**config.mk**
```make
export PLATFORM = sky130hd
export DESIGN_NAME = bitcorr_top
export DESIGN_NICKNAME = d
export VERILOG_FILES = /design/src/rtl/bitcorr_pkg.sv /design/src/rtl/corr_window.sv /design/src/rtl/corr_nibble_lut.sv /design/src/rtl/corr_sum.sv /design/src/rtl/bitcorr_top.sv
export SDC_FILE = /design/constraint.sdc
export NUM_CORES = 1
export LEC_CHECK = 0
export ABC_AREA = 1
export BUFFER_PORTS_ARGS = -buffer_cell sky130_fd_sc_hd__buf_2
export CAP_MARGIN = 20
export CELL_PAD_IN_SITES_DETAIL_PLACEMENT = 1
export CELL_PAD_IN_SITES_GLOBAL_PLACEMENT = 2
export CORE_MARGIN = 8
export CORE_UTILIZATION = 33
export CTS_BUF_LIST = sky130_fd_sc_hd__clkbuf_8
export DETAILED_ROUTE_END_ITERATION = 10
export PLACE_DENSITY_LB_ADDON = 0.1
export SETUP_SLACK_MARGIN = 0.15
export SYNTH_ARGS = -nofsm -noshare
export SYNTH_HDL_FRONTEND = slang
export SYNTH_SLANG_ARGS = --single-unit
```
**constraint.sdc**
```tcl
create_clock -name clk -period 3.51 [get_ports clk]
set_clock_uncertainty 0.15 [all_clocks]
set_input_delay 0.702 -clock clk [delete_from_list [all_inputs] [get_ports clk]]
set_output_delay 0.702 -clock clk [all_outputs]
set_load 0.02 [all_outputs]
```
**src/rtl/bitcorr_pkg.sv**
```systemverilog
package bitcorr_pkg;

    typedef enum logic {
        ST_FILL = 1'b0,
        ST_RUN  = 1'b1
    } corr_state_e;

    localparam int GROUP_BITS  = 4;
    localparam int SCORE_BITS  = 3;
    localparam int TABLE_DEPTH = 16;

    // agreement score of one nibble against its reference
    function automatic logic [SCORE_BITS-1:0] nibble_score(
        input logic [GROUP_BITS-1:0] addr,
        input logic [GROUP_BITS-1:0] ref_nib
    );
        logic [GROUP_BITS-1:0] diff;
        logic [SCORE_BITS-1:0] agree;
        diff  = addr ^ ref_nib;
        agree = SCORE_BITS'(GROUP_BITS);
        for (int b = 0; b < GROUP_BITS; b++) begin
            agree = agree - SCORE_BITS'(diff[b]);
        end
        return agree;
    endfunction

    // whole table packed flat, entry a at [a*3 +: 3]
    function automatic logic [TABLE_DEPTH*SCORE_BITS-1:0] build_table(
        input logic [GROUP_BITS-1:0] ref_nib
    );
        logic [TABLE_DEPTH*SCORE_BITS-1:0] tbl;
        tbl = '0;
        for (int a = 0; a < TABLE_DEPTH; a++) begin
            tbl[a*SCORE_BITS +: SCORE_BITS] = nibble_score(GROUP_BITS'(a), ref_nib);
        end
        return tbl;
    endfunction

endpackage

```
**src/rtl/corr_window.sv**
```systemverilog
module corr_window #(
    parameter int N_BITS = 16
) (
    input  logic              clk,
    input  logic              rst_n,
    input  logic              shift_en,
    input  logic              bit_in,
    output logic [N_BITS-1:0] win
);
    // newest bit lands in position 0
    always_ff @(posedge clk) begin
        if (!rst_n) begin
            win <= '0;
        end else if (shift_en) begin
            win <= {win[N_BITS-2:0], bit_in};
        end
    end
endmodule

```
**src/rtl/corr_nibble_lut.sv**
```systemverilog
module corr_nibble_lut
    import bitcorr_pkg::*;
#(
    parameter logic [GROUP_BITS-1:0] REF_NIB = 4'b0000
) (
    input  logic [GROUP_BITS-1:0] addr,
    output logic [SCORE_BITS-1:0] score
);
    localparam logic [TABLE_DEPTH*SCORE_BITS-1:0] TABLE = build_table(REF_NIB);

    always_comb begin
        score = TABLE[addr*SCORE_BITS +: SCORE_BITS];
    end
endmodule

```
**src/rtl/corr_sum.sv**
```systemverilog
module corr_sum
    import bitcorr_pkg::*;
#(
    parameter int GROUPS = 4,
    parameter int CW     = 5
) (
    input  logic [GROUPS*SCORE_BITS-1:0] parts,
    output logic [CW-1:0]                total
);
    always_comb begin
        total = '0;
        for (int g = 0; g < GROUPS; g++) begin
            total = total + CW'(parts[g*SCORE_BITS +: SCORE_BITS]);
        end
    end
endmodule

```
**src/rtl/bitcorr_top.sv**
```systemverilog
module bitcorr_top
    import bitcorr_pkg::*;
#(
    parameter int                N_BITS  = 16,
    parameter logic [N_BITS-1:0] PATTERN = 16'hB2D1
) (
    input  logic                         clk,
    input  logic                         rst_n,
    input  logic                         bit_in,
    input  logic                         bit_valid,
    input  logic [$clog2(N_BITS+1)-1:0]  thresh,
    output logic [$clog2(N_BITS+1)-1:0]  match_count,
    output logic                         thresh_hit,
    output logic                         window_full
);
    localparam int CW     = $clog2(N_BITS+1);
    localparam int GROUPS = N_BITS / GROUP_BITS;
    localparam int FCW    = $clog2(N_BITS);

    corr_state_e               state_q, state_d;
    logic [FCW-1:0]            fill_q;
    logic [N_BITS-1:0]         win;
    logic [GROUPS*SCORE_BITS-1:0] parts;
    logic [CW-1:0]             total;
    logic                      shifted_q;
    logic [CW-1:0]             count_q;
    logic                      full_q;

    corr_window #(.N_BITS(N_BITS)) u_win (
        .clk      (clk),
        .rst_n    (rst_n),
        .shift_en (bit_valid),
        .bit_in   (bit_in),
        .win      (win)
    );

    for (genvar g = 0; g < GROUPS; g++) begin : g_lut
        corr_nibble_lut #(.REF_NIB(PATTERN[g*GROUP_BITS +: GROUP_BITS])) u_lut (
            .addr  (win[g*GROUP_BITS +: GROUP_BITS]),
            .score (parts[g*SCORE_BITS +: SCORE_BITS])
        );
    end

    corr_sum #(.GROUPS(GROUPS), .CW(CW)) u_sum (
        .parts (parts),
        .total (total)
    );

    // next state: FILL_DONE on the last filling bit
    always_comb begin
        state_d = state_q;
        unique case (state_q)
            ST_FILL: if (bit_valid && fill_q == FCW'(N_BITS-1)) state_d = ST_RUN;
            ST_RUN:  state_d = ST_RUN;
        endcase
    end

    // state register and fill counter
    always_ff @(posedge clk) begin
        if (!rst_n) begin
            state_q <= ST_FILL;
            fill_q  <= '0;
        end else begin
            state_q <= state_d;
            if (state_q == ST_FILL && bit_valid) begin
                fill_q <= fill_q + FCW'(1);
            end
        end
    end

    // registered outputs
    always_ff @(posedge clk) begin
        if (!rst_n) begin
            shifted_q <= 1'b0;
            count_q   <= '0;
            full_q    <= 1'b0;
        end else begin
            shifted_q <= bit_valid;
            full_q    <= (state_q == ST_RUN);
            if (shifted_q) begin
                count_q <= total;
            end
        end
    end

    assign match_count = count_q;
    assign window_full = full_q;
    assign thresh_hit  = full_q && (count_q >= thresh);

endmodule

```
# Word-level counts from Yosys, hierarchy flattened
# Index checks and enable logic that the tools add are counted.
# Widths: inputs -> output; s select.
# word_totals
latch_bits	0
reg_bits	28
output_inout_bits	7
romBits	0
ram_bits	0
inputBits	9
n_memories	0
wordCells	26
# op_classes
eq_ne	1
bitwise	1
mux	2
n_shift	4
reduce_logical	3
n_mul	4
addsub	4
order_cmp	1
div	0
# ops
cell	count
$shiftx 48x7->3 const A	4
$mul 4x2->6 const B	4
$add 5x3->5	2
$ge 5x5->1	1
$add 3x3->4	1
$add 4x1->4 const B	1
$eq 4x4->1 const B	1
$logic_and 1x1->1	3
$pmux 1 s2	1
$mux 1	1
$not 1->1	1

# Longest topological paths before layout
# Gate-level depths: netlist of run 1.
# depth
ltp_word	5
mapped_depth	17
ltp_nobuf	17

# Modules after synthesis
# A second synthesis of run 1 with hierarchy kept.
# unflattened
cells_unflattened	302
area_unflattened_um2	1995.7
# modules_own_cells
module	n_inst	seq_area_each_um2	cells_each	area_per_inst_um2
corr_window	1	320.3	101	674.4
bitcorr_top	1	240.2	82	605.6
corr_nibble_lut at g_lut[0].u_lut ...	3	0.0	24	122.6
corr_sum	1	0.0	23	226.5
corr_nibble_lut at g_lut[1].u_lut	1	0.0	24	121.4

# Worst setup path after synthesis of run 1
# Ideal clock, no wire load.
# synth_timing
path_kind	reg-to-reg
startpoint	register u_win.win[4]
endpoint	register count_q[3] (netlist: match_count[3])
t_required_ns	3.246
synth_period_minus_slack_ns	3.450
path_stages_with_launch	17
t_arrival_ns	3.187
path_buffers	0
setup_slack_ns	0.060
setup_ns	0.114
cell_sequence	dfxtp_1 -> inv_1 -> ha_1 -> xnor2_1 -> nand2_1 -> nand2_1 -> inv_1 -> ha_1 -> fa_1 -> inv_1 -> fa_1 -> inv_1 -> ha_1 -> fa_1 -> xor2_1 -> o21bai_1 -> inv_1
# synth_between
elab_chain_cells	5
# synth_lines
element	line	rtl
start, declared	corr_window.sv:8	output logic [N_BITS-1:0] win
start signal, assigned	corr_window.sv:15	win <= {win[N_BITS-2:0], bit_in};
$mul 4x2->6	corr_nibble_lut.sv:12	score = TABLE[addr*SCORE_BITS +: SCORE_BITS];
$shiftx 48x7->3	corr_nibble_lut.sv:12	
$add 3x3->4	corr_sum.sv:13	total = total + CW'(parts[g*SCORE_BITS +: SCORE_BITS]);
$add 5x3->5 (2 in series)	corr_sum.sv:13	
end signal, assigned	bitcorr_top.sv:81	count_q <= total;
end, declared	bitcorr_top.sv:26	logic [CW-1:0] count_q;
# No other way between the ends.
# A chain may end at the register's enable or synchronous reset.

# Worst setup path after layout of run 1
# layout_timing
startpoint	register u_win.win[0]
endpoint	register count_q[3] (netlist: match_count[3])
# The elaborated chain is that of the path after synthesis.

==> impl_metrics.csv, run 1 <==
group,metric,value,unit
floorplan,fp.dieH,90.8,um
timing,final_max_slew_viol_count,0,
critical_path,cp_max_fo,3,
synthesis,ys_top_cells_by_count,"inv_1 (44), nand2_1 (31), dfxtp_1 (28)",
grt,antenna_found_initial,0,
critical_path,worst_setup_path_start_kind,"register",
synthesis,ys_warn_count,0,
critical_path,end_kind,"register",
cells_and_area,syn_to_final_growth,14.4,%
pwr,power_density,444,nW/um2
drt,drc,0,
drt,drtPass1Iterations,4,
cells_and_area,stdcell_count,320,
critical_path,crit_chain,"inv_2 > ha_4 > xnor2_2 > inv_1 > nand2_1 > nand2_1 > inv_1 > ha_2 > fa_1 > xnor2_1 > fa_1 > inv_1 > fa_2 > xor2_1 > o21bai_1 > inv_1",
critical_path,crit_required,3540,ps
critical_path,critPathTopFamily,"adder cells",
critical_path,cpPeakStageDelay,540,ps
grt,grt_use_met2,0.169,
synthesis,avgSynthCellArea,7.96,um2
timing,max_freq,307,MHz
cts,clock-sinks,28,
cts,cts_buffers,3,
synthesis,syn-cell-area,1850,um2
synthesis,synth_nets,269,
floorplan,boundaryPins,16,
pwr,swShare,0.328,
timing,finalHoldViolCount,0,
job,cap_violations,0,
synthesis,yosysTopAreaCell,"dfxtp_1",
pwr,power_frac_comb,0.333,
drt,viasPerCell,4.48,
cts,htree_levels,1,
critical_path,timing.critical_path.buf_inv,5,
timing,setup_violations,0,
drt,drtAntennaViolNets,0,
floorplan,start_util,0.337,
critical_path,path_class,"reg2reg",
pwr,peakVddDrop,0.137,mV
synthesis,synth_area_leaders,"dfxtp_1 (30%), ha_1 (16%), inv_1 (8.9%), nand2_1 (6.3%), fa_1 (5.4%)",
critical_path,slowest_stage,"fa_1",
pwr,p_int,0.000630,W
drt,initialDrtViolationCount,32,
critical_path,arrival,3280,ps
grt,overflow,0,
cells_and_area,fin_area,2110,um2
cts,clock_path_buffers,2,
timing,post-route-period-util,0.927,
drt,wl_per_cell,11.8,um
worst_hold_path,min_path_type,"reg2reg",
synthesis,synthArstFlopShare,0,
place,routabilityCongestion,0.720,
cts,clock_latency,280,ps
place,numPortBuffers,15,
cells_and_area,num_antenna_cells,0,
timing,slew_headroom,0.593,
grt,gr-usage-met3,0.0191,
floorplan,dieArea,8250,um2
drt,totalWireLength,3790,um
place,dp_hpwl,2890,um
synthesis,netlist.area_leader.share,0.304,
run_status,outcome,"finished clean",
timing,tightest_slew,610,ps
grt,grt_first_pass_wirelength,6930,um
synthesis,synth.distinct_cells,19,
cts,holdBufCountCts,0,
timing,period_needed,3260,ps
pwr,p_leak,1.00,nW
synthesis,synth-edff-count,0,
cts,tritoncts,"done",
grt,grt.total_usage,0.0989,
place,placed_cells,315,
floorplan,num_rows,27,
grt,grt_max_degree,28,
synthesis,ys_seq_elements,28,
timing,rsz0062_at_grt,"true",
grt,gr-max-usage-layer,"met2",
pwr,p_clk_frac,0.280,
drt,vias,1434,
synthesis,synth_ff_type,"dfxtp_1",
critical_path,cpMostUsedCell,"inv_1",
pwr,power.switching,0.000308,W
cts,root_buffer,"clkbuf_8",
cells_and_area,nets,286,
floorplan,coreArea,5470,um2
cts,path_clk_slew,100,ps
place,placed_area,1980,um2
floorplan,die_w,90.8,um
synthesis,synth_cells,232,
cells_and_area,drive_above_1_share,0.234,
grt,grtUsageMet1,0.122,
grt,grt_pass1_vias,1531,
pwr,seqPwrFrac,0.387,
synthesis,synth-seq-area-share,0.304,
synthesis,synthMostInstantiatedCell,"inv_1",
-- layer usage --
metal	wire length [um]	vias to the layer above
met4	29	0
met3	92	2
met1	1890	656
met2	1780	9
met5	0	-
li1	-	767
-- repair_timing --
action | in CTS | in global routing
pin swaps | 1 | 3
endpoints found under the setup margin | 3 | 3
buffers inserted | 1 | 0
resized for setup | 8 | 4
-- power groups by stage --
stage	registers (W)	clock network, W	logic (W)
2_1_floorplan	0.000373	0	0.000219
3_3_place_gp	0.000369	0	0.000288
3_5_place_dp	0.000370	0	0.000291
4_1_cts	0.000364	0.000277	0.000300
5_1_grt	0.000367	0.000287	0.000374
6_report	0.000363	0.000263	0.000312
-- worst paths after layout --
kind / start / endpoint / slack, ps / cells after the start
min: fill_q[0] / fill_q[0] / 340 / 2
max reg2reg: u_win.win[0] / match_count[3] / 250 / 16
min reg2reg: fill_q[0] / fill_q[0] / 340 / 2
max: u_win.win[0] / match_count[3] / 250 / 16
-- layout make-up --
| class | count | area (um2) |
|---|---|---|
| clock buffers | 3 | 41.3 |
| clock inverters | 1 | 30.0 |
| fillers | 696 | 3360 |
| inverters | 45 | 169 |
| multi-input cells | 153 | 1120 |
| flip-flops and latches | 28 | 566 |
| well taps | 72 | 90.1 |
| repair buffers | 18 | 97.6 |
-- through the flow --
stage / worst slack (ps) / hold WS [ps] / utilization / total power, W / setup TNS (ps)
6_report: 255 / 343 / 0.386 / 0.000938 / 0
2_1_floorplan: 159 / 298 / - / 0.000591 / 0
3_5_place_dp: -5.85 / 332 / 0.361 / 0.000660 / -5.85
5_1_grt: 74.8 / 368 / 0.386 / 0.00103 / 0
3_3_place_gp: 54.3 / 326 / 0.361 / 0.000658 / 0
4_1_cts: 151 / 352 / 0.383 / 0.000941 / 0
-- worst min-delay path: stages (launching register included) --
cell and delay (ps):
dfxtp_1 340, inv_1 70, a21oi_1 50
-- layout by cell type, fill, tap and decap left out, types with 5 or more instances in the layout --
master   count
dfxtp_1     24
a21oi_1     15
o21ai_1      5
a21oi_2     10
nand2_1     31
nand3_1      8
o21ai_0     18
nor2_1      18
inv_1       41
ha_1        19
buf_2       15
o21ai_2     10
-- cell families (layout without fill, tap and decap cells) --
group | Yosys count | count (layout) | synth area share
buf+inv | 51 | 67 | 0.122
fa+ha+maj | 28 | 28 | 0.210
flops | 28 | 28 | 0.304
xor+xnor | 8 | 8 | 0.0379
simple gates | 58 | 58 | 0.125
compound gates | 59 | 59 | 0.202
-- sequential cells by signal, indices dropped and copies added, names as in the netlist --
signal,count
u_win.win,16
state_q,1
match_count,5
fill_q,4
shifted_q,1
window_full,1
No activity file was read; power rests on OpenSTA's default activity.
==> run 2, diff against run 1 <==
- CELL_PAD_IN_SITES_DETAIL_PLACEMENT: 1 -> unset
- CELL_PAD_IN_SITES_GLOBAL_PLACEMENT: 2 -> unset
- CORE_UTILIZATION: 33 -> 40
==> impl_metrics.csv, run 2 (same netlist as run 1, synthesis figures left out) <==
group,metric,value,unit
run_status,outcome,"finished clean",
cells_and_area,fin_area,2090,um2
floorplan,fp.dieH,83.9,um
pwr,power.switching,0.000303,W
pwr,seqPwrFrac,0.386,
drt,drc,0,
worst_hold_path,min_from,"fill_q[2]",
worst_hold_path,min_path_type,"reg2reg",
pwr,peakVddDrop,0.254,mV
drt,initialDrtViolationCount,37,
drt,wl_per_cell,11.2,um
pwr,p_int,0.000640,W
floorplan,num_rows,24,
critical_path,worst_setup_path_start_kind,"register",
cts,cts_buffers,3,
drt,viasPerCell,4.70,
grt,grt.total_usage,0.0990,
cells_and_area,mostFrequentLayoutCells,"inv_1 (41), nand2_1 (31), dfxtp_1 (24), ha_1 (19)",
cells_and_area,nets,287,
critical_path,cp_max_fo,2,
grt,grt_max_degree,32,
cts,tritoncts,"done",
place,numPortBuffers,15,
timing,final_max_slew_viol_count,0,
job,cap_violations,0,
cells_and_area,largest_register_ffs,16,
cts,htree_levels,1,
grt,grtUsageMet1,0.120,
pwr,p_clk_frac,0.271,
timing,period_needed,3230,ps
cts,clock_latency,280,ps
floorplan,die_w,83.9,um
grt,antenna_found_initial,0,
critical_path,cpMostUsedCell,"inv_1",
cts,root_buffer,"clkbuf_8",
timing,finalHoldViolCount,0,
cells_and_area,num_antenna_cells,0,
grt,grt_first_pass_wirelength,6020,um
timing,setup_violations,0,
drt,drtPass1Iterations,4,
drt,drtAntennaViolNets,0,
pwr,p_leak,1.01,nW
floorplan,dieArea,7050,um2
pwr,power_density,450,nW/um2
drt,vias,1414,
timing,setup_tns,0,ps
cts,path_clk_slew,100,ps
timing,tightest_slew,689,ps
grt,grt_use_met2,0.166,
place,placed_area,1940,um2
cells_and_area,layout_commonest_cell,"inv_1",
critical_path,slowest_stage,"fa_1",
critical_path,startpoint,"u_win.win[0]",
critical_path,worstReg2RegStart,"u_win.win[0]",
timing,slew_headroom,0.540,
cts,clock_path_buffers,2,
timing,rsz0062_at_grt,"false",
pwr,power_frac_comb,0.343,
cells_and_area,syn_to_final_growth,13.4,%
grt,overflow,0,
grt,gr-max-usage-layer,"met2",
grt,grt_pass1_vias,1398,
critical_path,end_kind,"register",
critical_path,crit_required,3540,ps
critical_path,cpPeakStageDelay,540,ps
cells_and_area,drive_above_1_share,0.237,
floorplan,boundaryPins,16,
drt,totalWireLength,3380,um
place,dp_hpwl,2470,um
cells_and_area,regMostFlops,"u_win.win",
cts,clock-sinks,28,
grt,gr-usage-met3,0.0273,
critical_path,path_class,"reg2reg",
floorplan,start_util,0.418,
place,routabilityCongestion,0.711,
critical_path,crit_chain,"inv_2 > ha_4 > xnor2_2 > nand2_1 > nand2_1 > inv_1 > ha_2 > fa_1 > xnor2_1 > fa_1 > inv_1 > fa_2 > xor2_1 > o21bai_1 > inv_1",
critical_path,arrival,3260,ps
floorplan,coreArea,4410,um2
timing,max_freq,310,MHz
timing,post-route-period-util,0.920,
cells_and_area,fill_cells,458,
pwr,swShare,0.321,
==> run 2: final cells by class <==
type,count,area (um2),area share
multi-input combinational,153,1120,0.534
sequential,28,566,0.270
inverter,45,169,0.0806
timing repair buffer,19,105,0.0502
tap,52,65.1,0.0311
clock buffer,3,41.3,0.0197
clock inverter,1,30.0,0.0143
==> run 2: repair_timing <==
action | in CTS | in global routing
hold buffers | 0 | 0
pin swaps | 7 | 3
hold endpoints to repair | 0 | 0
setup buffers | 3 | 1
setup endpoints to repair | 3 | 3
gates resized for setup | 8 | 4
==> run 2: power by group through the flow <==
stage	combinational (W)	sequential [W]	clock (W)
after floorplan	0.000219	0.000373	0
after global placement	0.000281	0.000370	0
after detailed placement	0.000283	0.000370	0
after CTS	0.000303	0.000363	0.000271
after global routing	0.000375	0.000368	0.000285
final	0.000323	0.000364	0.000256
==> run 2: worst max-delay path: cells and delay by family, from the launching register on <==
family          cells  cell delay, ps
compound gates      1             120
buf+inv             4             210
xor+xnor            3             440
fa+ha+maj           5            1760
simple gates        2             130
flops               1             350
==> run 2: per-stage QoR <==
step                      setup WS [ps]  std cells   util  hold WS [ps]  power (W)
after global routing                152        301  0.474           358    0.00103
after CTS                           156        300  0.467           342   0.000938
after global placement             67.8        293  0.439           320   0.000650
after floorplan                     159        232      -           298   0.000591
final                               281        301  0.474           340   0.000943
after detailed placement           21.1        293  0.439           324   0.000653
==> run 2: path summary, 6_finish.rpt <==
| check | slack, ps | cells past startpoint | endpoint |
|---|---|---|---|
| max | 280 | 15 | match_count[3] |
| max reg2reg | 280 | 15 | match_count[3] |
| min | 340 | 2 | fill_q[2] |
| min reg2reg | 340 | 2 | fill_q[2] |
==> run 2: layer usage <==
metal  vias to the layer above  routed length (um)
met2                        17                1580
met3                         4                 107
met4                         0                  32
met1                       624                1660
li1                        769                   -
met5                         -                   0
